## src/rtl/ep_irq_pkg.sv

```systemverilog
package ep_irq_pkg;
  localparam int MODE_W = 4;

  localparam logic [MODE_W-1:0] MODE_SETUP_RX = 4'h1;
  localparam logic [MODE_W-1:0] MODE_ACK_OUT  = 4'h9;
  localparam logic [MODE_W-1:0] MODE_ACK_OUT_STAT = 4'h3;

  function automatic logic is_ack_out(input logic [MODE_W-1:0] mode);
    return (mode == MODE_ACK_OUT) || (mode == MODE_ACK_OUT_STAT);
  endfunction

  function automatic logic is_setup_rx(input logic [MODE_W-1:0] mode);
    return mode == MODE_SETUP_RX;
  endfunction
endpackage

```

## src/rtl/ep_irq_cfg.sv

```systemverilog
module ep_irq_cfg #(
  parameter int NUM_EP = 3,
  parameter int REG_W  = 8
) (
  input  logic              clk,
  input  logic              rst_n,
  input  logic              wr,
  input  logic [REG_W-1:0]  wdata,
  output logic [REG_W-1:0]  rdata,
  output logic [NUM_EP-1:0] en_q
);
  localparam int PAD_W = REG_W - NUM_EP;

  logic wdata_unused;
  assign wdata_unused = ^wdata[REG_W-1:NUM_EP];

  always_ff @(posedge clk) begin
    if (!rst_n)  en_q <= '0;
    else if (wr) en_q <= wdata[NUM_EP-1:0];
  end

  assign rdata = {{PAD_W{1'b0}}, en_q};
endmodule

```

## src/rtl/ep_irq_setup_det.sv

```systemverilog
module ep_irq_setup_det
  import ep_irq_pkg::*;
(
  input  logic              clk,
  input  logic              rst_n,
  input  logic [MODE_W-1:0] mode,
  output logic              hit
);
  logic [MODE_W-1:0] mode_prev;

  always_ff @(posedge clk) begin
    if (!rst_n) mode_prev <= '0;
    else        mode_prev <= mode;
  end

  assign hit = is_setup_rx(mode) && !is_setup_rx(mode_prev);
endmodule

```

## src/rtl/ep_irq_ep.sv

```systemverilog
module ep_irq_ep
  import ep_irq_pkg::*;
#(
  parameter bit IS_CTRL = 1'b0
) (
  input  logic [MODE_W-1:0] mode,
  input  logic              rx_good,
  input  logic              rx_bad,
  input  logic              in_nak,
  input  logic              out_nak,
  input  logic              in_ack,
  input  logic              zlp_done,
  input  logic              setup_hit,
  output logic              trig
);
  logic bad_ok, ack_ok, zlp_ok, setup_ok;

  assign bad_ok   = rx_bad & is_ack_out(mode);
  assign ack_ok   = IS_CTRL ? 1'b0 : in_ack;
  assign zlp_ok   = IS_CTRL ? zlp_done : 1'b0;
  assign setup_ok = IS_CTRL ? setup_hit : 1'b0;

  assign trig = rx_good | bad_ok | in_nak | out_nak | ack_ok | zlp_ok | setup_ok;
endmodule

```

## src/rtl/ep_irq_gen.sv

```systemverilog
module ep_irq_gen
  import ep_irq_pkg::*;
#(
  parameter int NUM_EP = 3,
  parameter int REG_W  = 8
) (
  input  logic                          clk,
  input  logic                          rst_n,
  input  logic                          cfg_wr,
  input  logic [REG_W-1:0]              cfg_wdata,
  output logic [REG_W-1:0]              cfg_rdata,
  input  logic [NUM_EP-1:0][MODE_W-1:0] ep_mode,
  input  logic [NUM_EP-1:0]             evt_rx_good,
  input  logic [NUM_EP-1:0]             evt_rx_bad,
  input  logic [NUM_EP-1:0]             evt_in_nak,
  input  logic [NUM_EP-1:0]             evt_out_nak,
  input  logic [NUM_EP-1:0]             evt_in_ack,
  input  logic                          evt_status_zlp,
  output logic [NUM_EP-1:0]             irq
);
  logic [NUM_EP-1:0] en_q;
  logic [NUM_EP-1:0] ep_trig;
  logic              setup_hit;

  ep_irq_cfg #(.NUM_EP(NUM_EP), .REG_W(REG_W)) u_cfg (
    .clk   (clk),
    .rst_n (rst_n),
    .wr    (cfg_wr),
    .wdata (cfg_wdata),
    .rdata (cfg_rdata),
    .en_q  (en_q)
  );

  ep_irq_setup_det u_setup (
    .clk   (clk),
    .rst_n (rst_n),
    .mode  (ep_mode[0]),
    .hit   (setup_hit)
  );

  for (genvar g = 0; g < NUM_EP; g++) begin : g_ep
    ep_irq_ep #(.IS_CTRL(g == 0)) u_ep (
      .mode      (ep_mode[g]),
      .rx_good   (evt_rx_good[g]),
      .rx_bad    (evt_rx_bad[g]),
      .in_nak    (evt_in_nak[g]),
      .out_nak   (evt_out_nak[g]),
      .in_ack    (evt_in_ack[g]),
      .zlp_done  (evt_status_zlp),
      .setup_hit (setup_hit),
      .trig      (ep_trig[g])
    );
  end

  always_ff @(posedge clk) begin
    if (!rst_n) irq <= '0;
    else        irq <= ep_trig & en_q;
  end
endmodule

```

## config.mk

```make
export PLATFORM = sky130hd
export DESIGN_NAME = ep_irq_gen
export DESIGN_NICKNAME = d
export VERILOG_FILES = /design/src/rtl/ep_irq_pkg.sv /design/src/rtl/ep_irq_cfg.sv /design/src/rtl/ep_irq_setup_det.sv /design/src/rtl/ep_irq_ep.sv /design/src/rtl/ep_irq_gen.sv
export SDC_FILE = /design/constraint.sdc
export NUM_CORES = 1
export LEC_CHECK = 0
export ABC_AREA = 1
export ABC_CLOCK_PERIOD_IN_PS = 800
export BUFFER_PORTS_ARGS = -buffer_cell sky130_fd_sc_hd__buf_2
export CORE_MARGIN = 2
export CORE_UTILIZATION = 30
export DETAILED_ROUTE_END_ITERATION = 6
export GPL_ROUTABILITY_DRIVEN = 0
export PLACE_DENSITY = 0.8
export SETUP_SLACK_MARGIN = 0.02
export SYNTH_ARGS = -nofsm -noshare
export SYNTH_HDL_FRONTEND = slang
export SYNTH_SLANG_ARGS = --single-unit
export TNS_END_PERCENT = 5
```

## constraint.sdc

```tcl
create_clock -name clk -period 0.8 [get_ports clk]
set_input_delay 0.08 -clock clk [delete_from_list [all_inputs] [get_ports clk]]
set_output_delay 0.08 -clock clk [all_outputs]
set_load 0.1 [all_outputs]
```

# Yosys cells after proc, flatten, opt, wreduce, memory -nomap -nowiden
# Cells that the tools add are included.
dict set report word_totals {
  regBits 10
}
dict set report op_classes {
  eq_ne 8
  bitwise_logic 17
  n_reduce_logical 5
}
# operator n
set ops {}
lappend ops {{OR 1 bit} 13}
lappend ops {{== test 4 x 2 -> 1 bit, second input constant} 3}
lappend ops {{== test 4 bit, second input constant} 3}
lappend ops {{== test 4 x 1 -> 1 bit, second input constant} 2}
lappend ops {{bitwise AND 1 bit} 3}
lappend ops {{bitwise AND 3 bit} 1}
lappend ops {{logical OR 1 bit} 3}
lappend ops {{logical AND 1 bit} 1}
lappend ops {{zero test 1 bit} 1}

# Depth between registers and ports, before layout
# Gate-level depths: netlist of the first run.
dict set report depth {
  ltp_word 9
  mapped_depth 7
  ltp_nobuf 7
}

# Modules after synthesis
# Synthesis of the first run repeated with hierarchy kept, for this count alone.
dict set report hier_totals {
  hier_cells 106
  area_unflattened_um2 600.6
}
# module instances cells_each area_each_um2 seq_area_each_um2
set by_module_without_submodules {}
lappend by_module_without_submodules {ep_irq_cfg 1 27 180.2 60.1}
lappend by_module_without_submodules {ep_irq_setup_det 1 23 153.9 80.1}
lappend by_module_without_submodules {{ep_irq_ep (g_ep[1].u_ep ...)} 2 14 55.1 0.0}
lappend by_module_without_submodules {ep_irq_gen 1 10 86.3 60.1}
lappend by_module_without_submodules {{ep_irq_ep (g_ep[0].u_ep)} 1 18 70.1 0.0}

# Worst setup path after synthesis of the first run
# Ideal clock, no wire load.
dict set report synth_path {
  path_kind {reg-to-reg}
  from {reg, netlist name u_cfg.en_q[2]}
  to {reg u_cfg.en_q[2]}
  setup_ps 67
  arrival_ps 1235
  t_required_ps 733
  setup_slack_ps -503
  stages_incl_launch_ff 3
  n_path_buf 0
  synth_period_minus_slack_ps 1303
  cell_sequence {dfxtp_1 o21ai_0 nor2_1}
}
# item line
set synth_lines {}
lappend synth_lines {{end signal, assigned} ep_irq_cfg.sv:19} ;# else if (wr) en_q <= wdata[NUM_EP-1:0];
lappend synth_lines {{end, declared} ep_irq_cfg.sv:10} ;# output logic [NUM_EP-1:0] en_q

# Worst setup path after layout of the first run
dict set report layout_path {
  from {reg u_cfg.en_q[1]}
  to {out cfg_rdata[1]}
}
# item line
set layout_lines {}
lappend layout_lines {{end, declared} ep_irq_gen.sv:11} ;# output logic [REG_W-1:0] cfg_rdata,
# No word-level cell between the ends.

==> impl_metrics.env, run 1 <==
export IMPL_seq_power_share=0.371
export IMPL_synth_commonest_cells="nand2_1, nor2_1, dfxtp_1"
export IMPL_syn_area_um2=484
export IMPL_path_cells="buf_12"
export IMPL_synthCells=67
export IMPL_insertion_delay_ns=0.26
export IMPL_grt_first_pass_wirelength_um=1990
export IMPL_cts_sinks=10
export IMPL_internal_power_mw=0.976
export IMPL_async_flop_share=0
export IMPL_gr_usage_all_layers=0.141
export IMPL_outcome="finished with violations"
export IMPL_sw_frac_of_total=0.342
export IMPL_dp_cells=119
export IMPL_h_tree_depth=1
export IMPL_critPathBufInv=1
export IMPL_power_frac_comb=0.332
export IMPL_critPathKind="flip-flop to primary output"
export IMPL_drt_iter0_markers=4
export IMPL_synthFlopType="dfxtp_1"
export IMPL_diodes=0
export IMPL_die_w_um=44.2
export IMPL_rsz0062_at_grt="yes"
export IMPL_coreArea_um2=1510
export IMPL_num_fill_cells=148
export IMPL_power_density_nw_per_um2=1760
export IMPL_yosysWarnings=0
export IMPL_clk_pin_slew_ns=0.06
export IMPL_dieHeight_um=44.2
export IMPL_fin_crit_sh=1.10
export IMPL_start_util=0.321
export IMPL_grt_max_degree=11
export IMPL_rows=14
export IMPL_ys_seq_elements=10
export IMPL_io_buffers=38
export IMPL_numCtsBuffers=3
export IMPL_drv_cap=0
export IMPL_cts_buffer_depth=2
export IMPL_synth_seq_area_share=0.413
export IMPL_die_area_um2=1950
export IMPL_pin_count=50
export IMPL_ant_nets=0
export IMPL_overflow=0
export IMPL_setup_viol=6
export IMPL_ir_worst_vdd_uv=1020
export IMPL_synth_top_area_frac=0.413
export IMPL_setup_slack_ns=-0.0781
export IMPL_grt_antenna_before_repair=0
export IMPL_fin_cells=126
export IMPL_yosysUniqueCellTypes=17
export IMPL_max_stage_delay_ns=0.37
export IMPL_p_clk_frac=0.297
export IMPL_vias=557
export IMPL_multi_input_area_um2=233
export IMPL_hold_viol=0
export IMPL_yosysTopAreaCell="dfxtp_1"
export IMPL_cp_max_fo=2
export IMPL_synth_edff_count=0
export IMPL_slew_viol_final=0
export IMPL_fmax_mhz=1140
export IMPL_post_synth_top_count_cell="nand2_1"
export IMPL_cp_start_kind="flip-flop"
export IMPL_violations="negative setup slack"
export IMPL_cp_data_arrival_time_ns=0.80
export IMPL_crit_slowest_cell="dfxtp_4"
export IMPL_vias_per_cell=4.42
export IMPL_cts_root_buf="clkbuf_4"
export IMPL_nets=150
export IMPL_postSynthAreaPerCell_um2=7.23
export IMPL_synth_area_leaders="dfxtp_1, nand2_1, nor2_1"
export IMPL_firstDrtPassIters=3
export IMPL_area_growth_pct=73.6
export IMPL_cts_tree="yes"
export IMPL_grt_pass1_vias=556
export IMPL_required_ns=0.72
export IMPL_regArea_um2=211
export IMPL_routed_wl_um=1200
export IMPL_min_path_type="primary input to flip-flop"
export IMPL_leakage_nw=0.457
export IMPL_place_ws_ns=0.00466
export IMPL_clock_skew_ns=0.000392
export IMPL_drive_gt1_frac=0.564
export IMPL_power_switching_mw=0.508
export IMPL_remaining_drc_errors=0
export IMPL_layout_min_cycle_time_ns=0.878
export IMPL_endpoint_kind="primary output"
export IMPL_wl_per_cell_um=9.56
export IMPL_hpwl_um=971
export IMPL_path_delay_family="flip-flops"
==> per-layer routing <==
layer | track usage | vias to the layer above | routed length [um]
met4 | 0.0545 | 0 | 8
met2 | 0.294 | 18 | 747
li1 | - | 279 | -
met5 | 0 | - | 0
met3 | 0.0490 | 2 | 74
met1 | 0.115 | 258 | 374
==> timing repair <==
item / CTS / global route
buffers inserted: 3 / 0
hold buffers: 0 / 0
setup endpoints to repair: 7 / 10
cloned: 0 / 0
pin swaps: 0 / 1
gates resized for setup: 4 / 7
==> kinds of logic (layout without fill, tap and decap cells) <==
group | Yosys count | in the layout | synth area share
simple gates | 32 | 32 | 0.307
buf+inv | 16 | 55 | 0.165
flops | 10 | 10 | 0.413
compound gates | 6 | 6 | 0.0698
xor+xnor | 2 | 2 | 0.0362
other cells | 1 | 5 | 0.00774
==> metrics by stage <==
stage / area [um^2] / util / setup TNS, ns / total power, mW / hold slack, ns
floorplan: 504 / - / -1.12 / 0.870 / 0.173
global placement: 762 / 0.506 / 0 / 1.02 / 0.277
detailed placement: 762 / 0.506 / 0 / 1.03 / 0.278
CTS: 826 / 0.548 / -0.424 / 1.49 / 0.00407
global route: 841 / 0.558 / -0.607 / 1.55 / 0.0107
finish: 841 / 0.558 / -0.374 / 1.48 / 0.0108
==> power groups by stage <==
stage	sequential, mW	clock [mW]	combinational [mW]
after CTS	0.548	0.456	0.484
after floorplan	0.678	0	0.192
after detailed placement	0.562	0	0.465
after global routing	0.552	0.480	0.521
after global placement	0.561	0	0.457
final	0.550	0.441	0.493
==> path summary, 6_finish.rpt <==
kind                        startpoint                    to  slack [ns]  depth (start not counted)
setup reg to reg  u_setup.mode_prev[0]                irq[0]        0.01                          7
hold / removal              ep_mode[0]  u_setup.mode_prev[0]        0.01                          3
setup / recovery         u_cfg.en_q[1]          cfg_rdata[1]       -0.08                          1
hold reg to reg          u_cfg.en_q[2]                irq[2]        0.60                          3
==> registers in the layout, indices dropped and copies added (netlist names) <==
signal / count
u_setup.mode_prev: 4
u_cfg.en_q: 3
irq: 3
==> worst reg2reg max path, stage by stage, from the launching register on <==
cell and delay [ns]:
dfxtp_2 0.32, inv_2 0.02, nor2_1 0.07, nand2_1 0.05, nand2_1 0.05, nand2_1 0.05
nand2_2 0.06, a21oi_2 0.04
==> final cells by class <==
class / count / share of cell area
Clock buffer: 4 / 0.0432
Multi-Input combinational cell: 45 / 0.277
Sequential cell: 10 / 0.251
Tap cell: 16 / 0.0238
Timing Repair Buffer: 41 / 0.360
Inverter: 10 / 0.0446
==> placed cells by master, fill, tap and decap left out <==
cell type,instances
a21oi_1,2
a21oi_2,1
buf_12,6
buf_2,32
buf_4,3
clkbuf_4,3
clkbuf_8,1
conb_1,5
dfxtp_1,3
dfxtp_2,6
dfxtp_4,1
inv_1,8
inv_2,2
nand2_1,12
nand2_2,1
nand4_1,2
nor2_1,11
nor2_2,2
nor2_4,1
nor3b_1,3
o21ai_2,3
xor2_1,2
Power figures use the tool's default switching activity.
==> run 2: changes to the inputs <==
--- a/config.mk
+++ b/config.mk
@@ -12,9 +12,10 @@
 export CORE_UTILIZATION = 30
 export DETAILED_ROUTE_END_ITERATION = 6
 export GPL_ROUTABILITY_DRIVEN = 0
-export PLACE_DENSITY = 0.8
+export PLACE_DENSITY = 0.74
 export SETUP_SLACK_MARGIN = 0.02
 export SYNTH_ARGS = -nofsm -noshare
 export SYNTH_HDL_FRONTEND = slang
+export SYNTH_HIERARCHICAL = 1
 export SYNTH_SLANG_ARGS = --single-unit
 export TNS_END_PERCENT = 5
==> run 2 against run 1 <==
  * First-iteration DRC count is 25% higher
  * Clock power shrank 29%
  * Wire length is 8.3% higher
  * Critical endpoint is now irq[0]
  * The run still ends with negative setup slack left
  * Total power is 7.8% lower
  * Largest cell class unchanged
==> impl_metrics.env, run 2 <==
export IMPL_dieHeight_um=48.7
export IMPL_wl_per_cell_um=7.49
export IMPL_power_density_nw_per_um2=1460
export IMPL_path_cells="inv_1 > nand2_1 > nor2_1 > nor2_1 > inv_1 > nand2_1 > nor2_2 > nand2_1 > nand2_1 > nor2_1"
export IMPL_setup_viol=7
export IMPL_endpoint_kind="flip-flop"
export IMPL_cts_tree="yes"
export IMPL_synthAdderAreaFrac=0
export IMPL_postSynthAreaPerCell_um2=5.67
export IMPL_layout_common_cells="nand2_1, buf_2, inv_1, nor2_1, buf_12"
export IMPL_synthCells=106
export IMPL_cp_start_kind="flip-flop"
export IMPL_rows=16
export IMPL_hold_path_startpoint="cfg_wdata[0]"
export IMPL_remaining_drc_errors=0
export IMPL_synth_seq_area_share=0.333
export IMPL_numCtsBuffers=3
export IMPL_hold_ws_ns=0.112
export IMPL_synth_edff_count=0
export IMPL_r2r_cells=10
export IMPL_post_cts_buffers=0
export IMPL_vias=660
export IMPL_hpwl_um=1180
export IMPL_post_synth_top_count_cell="nand2_1"
export IMPL_cp_max_fo=1
export IMPL_drt_iter0_markers=5
export IMPL_yosysTopAreaCell="dfxtp_1"
export IMPL_synth_top_area_frac=0.333
export IMPL_synth_commonest_cells="nand2_1, inv_1, nor2_1"
export IMPL_clock_skew_ns=0.00120
export IMPL_required_ns=0.94
export IMPL_yosysUniqueCellTypes=8
export IMPL_worstReg2RegEnd="irq[0]"
export IMPL_post_route_util=0.486
export IMPL_grt_pass1_vias=593
export IMPL_start_util=0.313
export IMPL_path_delay_family="simple AND/OR/NAND/NOR gates"
export IMPL_h_tree_depth=1
export IMPL_firstDrtPassIters=4
export IMPL_largest_register="u_setup/mode_prev"
export IMPL_async_flop_share=0
export IMPL_cts_sinks=10
export IMPL_critPathBufInv=2
export IMPL_crit_slowest_cell="dfxtp_1"
export IMPL_layout_min_cycle_time_ns=0.962
export IMPL_drive_gt1_frac=0.361
export IMPL_violations="negative setup slack"
export IMPL_cts_root_buf="clkbuf_4"
export IMPL_ant_nets=0
export IMPL_setup_slack_ns=-0.162
export IMPL_nets=188
export IMPL_largestRegisters="u_setup/mode_prev (4), irq (3), u_cfg/en_q (3)"
export IMPL_r2r_start="u_setup/mode_prev[1]"
export IMPL_crit_top_cell="nand2_1"
export IMPL_fin_crit_sh=1.20
export IMPL_max_stage_delay_ns=0.29
export IMPL_overflow=0
export IMPL_synthSimpleGateAreaFrac=0.392
export IMPL_drv_cap=0
export IMPL_insertion_delay_ns=0.25
export IMPL_io_buffers=38
export IMPL_hold_buffers=0
export IMPL_coreArea_um2=1920
export IMPL_critPathKind="flip-flop to flip-flop"
export IMPL_cp_data_arrival_time_ns=1.11
export IMPL_synth_compound_area_frac=0
export IMPL_fmax_mhz=1040
export IMPL_slew_viol_final=0
export IMPL_r2r_slack_ns=-0.16
export IMPL_yosysWarnings=6
export IMPL_synth_xor_area_frac=0
export IMPL_syn_area_um2=601
export IMPL_synth_mux_area_frac=0
export IMPL_power_mw=1.37
export IMPL_die_area_um2=2380
export IMPL_clk_pin_slew_ns=0.06
export IMPL_leakage_nw=0.582
export IMPL_synth_top_family_by_area="simple AND/OR/NAND/NOR gates"
export IMPL_grt_max_degree=9
export IMPL_hold_viol=0
export IMPL_min_path_type="primary input to flip-flop"
export IMPL_area_growth_pct=55.6
export IMPL_ir_worst_vdd_uv=822
export IMPL_routed_wl_um=1300
export IMPL_synth_area_leaders="dfxtp_1, nand2_1, inv_1"
export IMPL_diodes=0
export IMPL_synthFlopType="dfxtp_1"
export IMPL_holdPathStages=5
export IMPL_final_common_cell="nand2_1"
export IMPL_rsz0062_at_grt="yes"
export IMPL_outcome="finished with violations"
export IMPL_pin_count=50
export IMPL_hold_path_endpoint="u_cfg/en_q[0]"
export IMPL_die_w_um=48.7
export IMPL_grt_first_pass_wirelength_um=2220
export IMPL_cts_buffer_depth=2
export IMPL_grt_antenna_before_repair=0
export IMPL_gr_usage_all_layers=0.124
export IMPL_vias_per_cell=3.79
export IMPL_largest_reg_flops=4
export IMPL_ys_seq_elements=10
[run 2: how the worst max path moves through the flow]
stage / to / cells past startpoint / from / slack [ns]
after global routing: irq[0] / 10 / u_setup/mode_prev[2] / -0.20
after global placement: irq[0] / 10 / u_setup/mode_prev[1] / -0.1
final: irq[0] / 10 / u_setup/mode_prev[1] / -0.16
after detailed placement: irq[0] / 10 / u_setup/mode_prev[1] / -0.15
after floorplan: irq[1] / 0 / irq[1] / -0.19
after CTS: irq[0] / 10 / u_setup/mode_prev[2] / -0.16
[run 2: final cells by class]
type                            count  area (um^2)
Timing Repair Buffer               42          310
Fill cell                         213          987
Clock buffer                        3         22.5
Inverter                           27          101
Multi-Input combinational cell     65          254
Tap cell                           27         33.8
Sequential cell                    10          213
[run 2: power by group]
group	internal (mW)	switching [mW]	total (mW)
logic	0.174	0.333	0.507
registers	0.528	0.0213	0.549
clock network	0.172	0.141	0.313
total	0.873	0.495	1.37
[run 2: timing repair]
item | 4_1_cts | 5_1_grt
endpoints found under the setup margin | 7 | 7
resized for setup | 6 | 1
pin swaps | 1 | 1
cloned | 0 | 0
[run 2: layer usage]
| metal | vias up | track usage | part of all wire | routed length, um |
|---|---|---|---|---|
| li1 | 361 | - | - | - |
| met1 | 272 | 0.114 | 0.37 | 482 |
| met2 | 27 | 0.228 | 0.53 | 686 |
| met3 | 0 | 0.0679 | 0.10 | 135 |
| met4 | 0 | 0.0429 | 0 | 0 |
| met5 | - | 0 | 0 | 0 |
[run 2: worst register-to-register path, stage by stage (launching register included)]
cell	delay, ns
dfxtp_1	0.29
inv_1	0.04
nand2_1	0.04
nor2_1	0.10
nor2_1	0.05
inv_1	0.05
nand2_1	0.05
nor2_2	0.08
nand2_1	0.06
nand2_1	0.06
nor2_1	0.04
[run 2: through the flow]
stage | area (um^2) | cells | setup WS [ns] | TNS (ns)
global placement | 901 | 171 | -0.0953 | -0.0953
floorplan | 617 | 110 | -0.189 | -0.449
detailed placement | 901 | 171 | -0.153 | -0.153
finish | 935 | 174 | -0.162 | -0.470
CTS | 932 | 174 | -0.157 | -0.556
global route | 935 | 174 | -0.203 | -0.762
[run 2: cell families after synthesis]
group | after synthesis
DFF | 10
and+or+nand+nor | 60
other | 1
buffers and inverters | 35
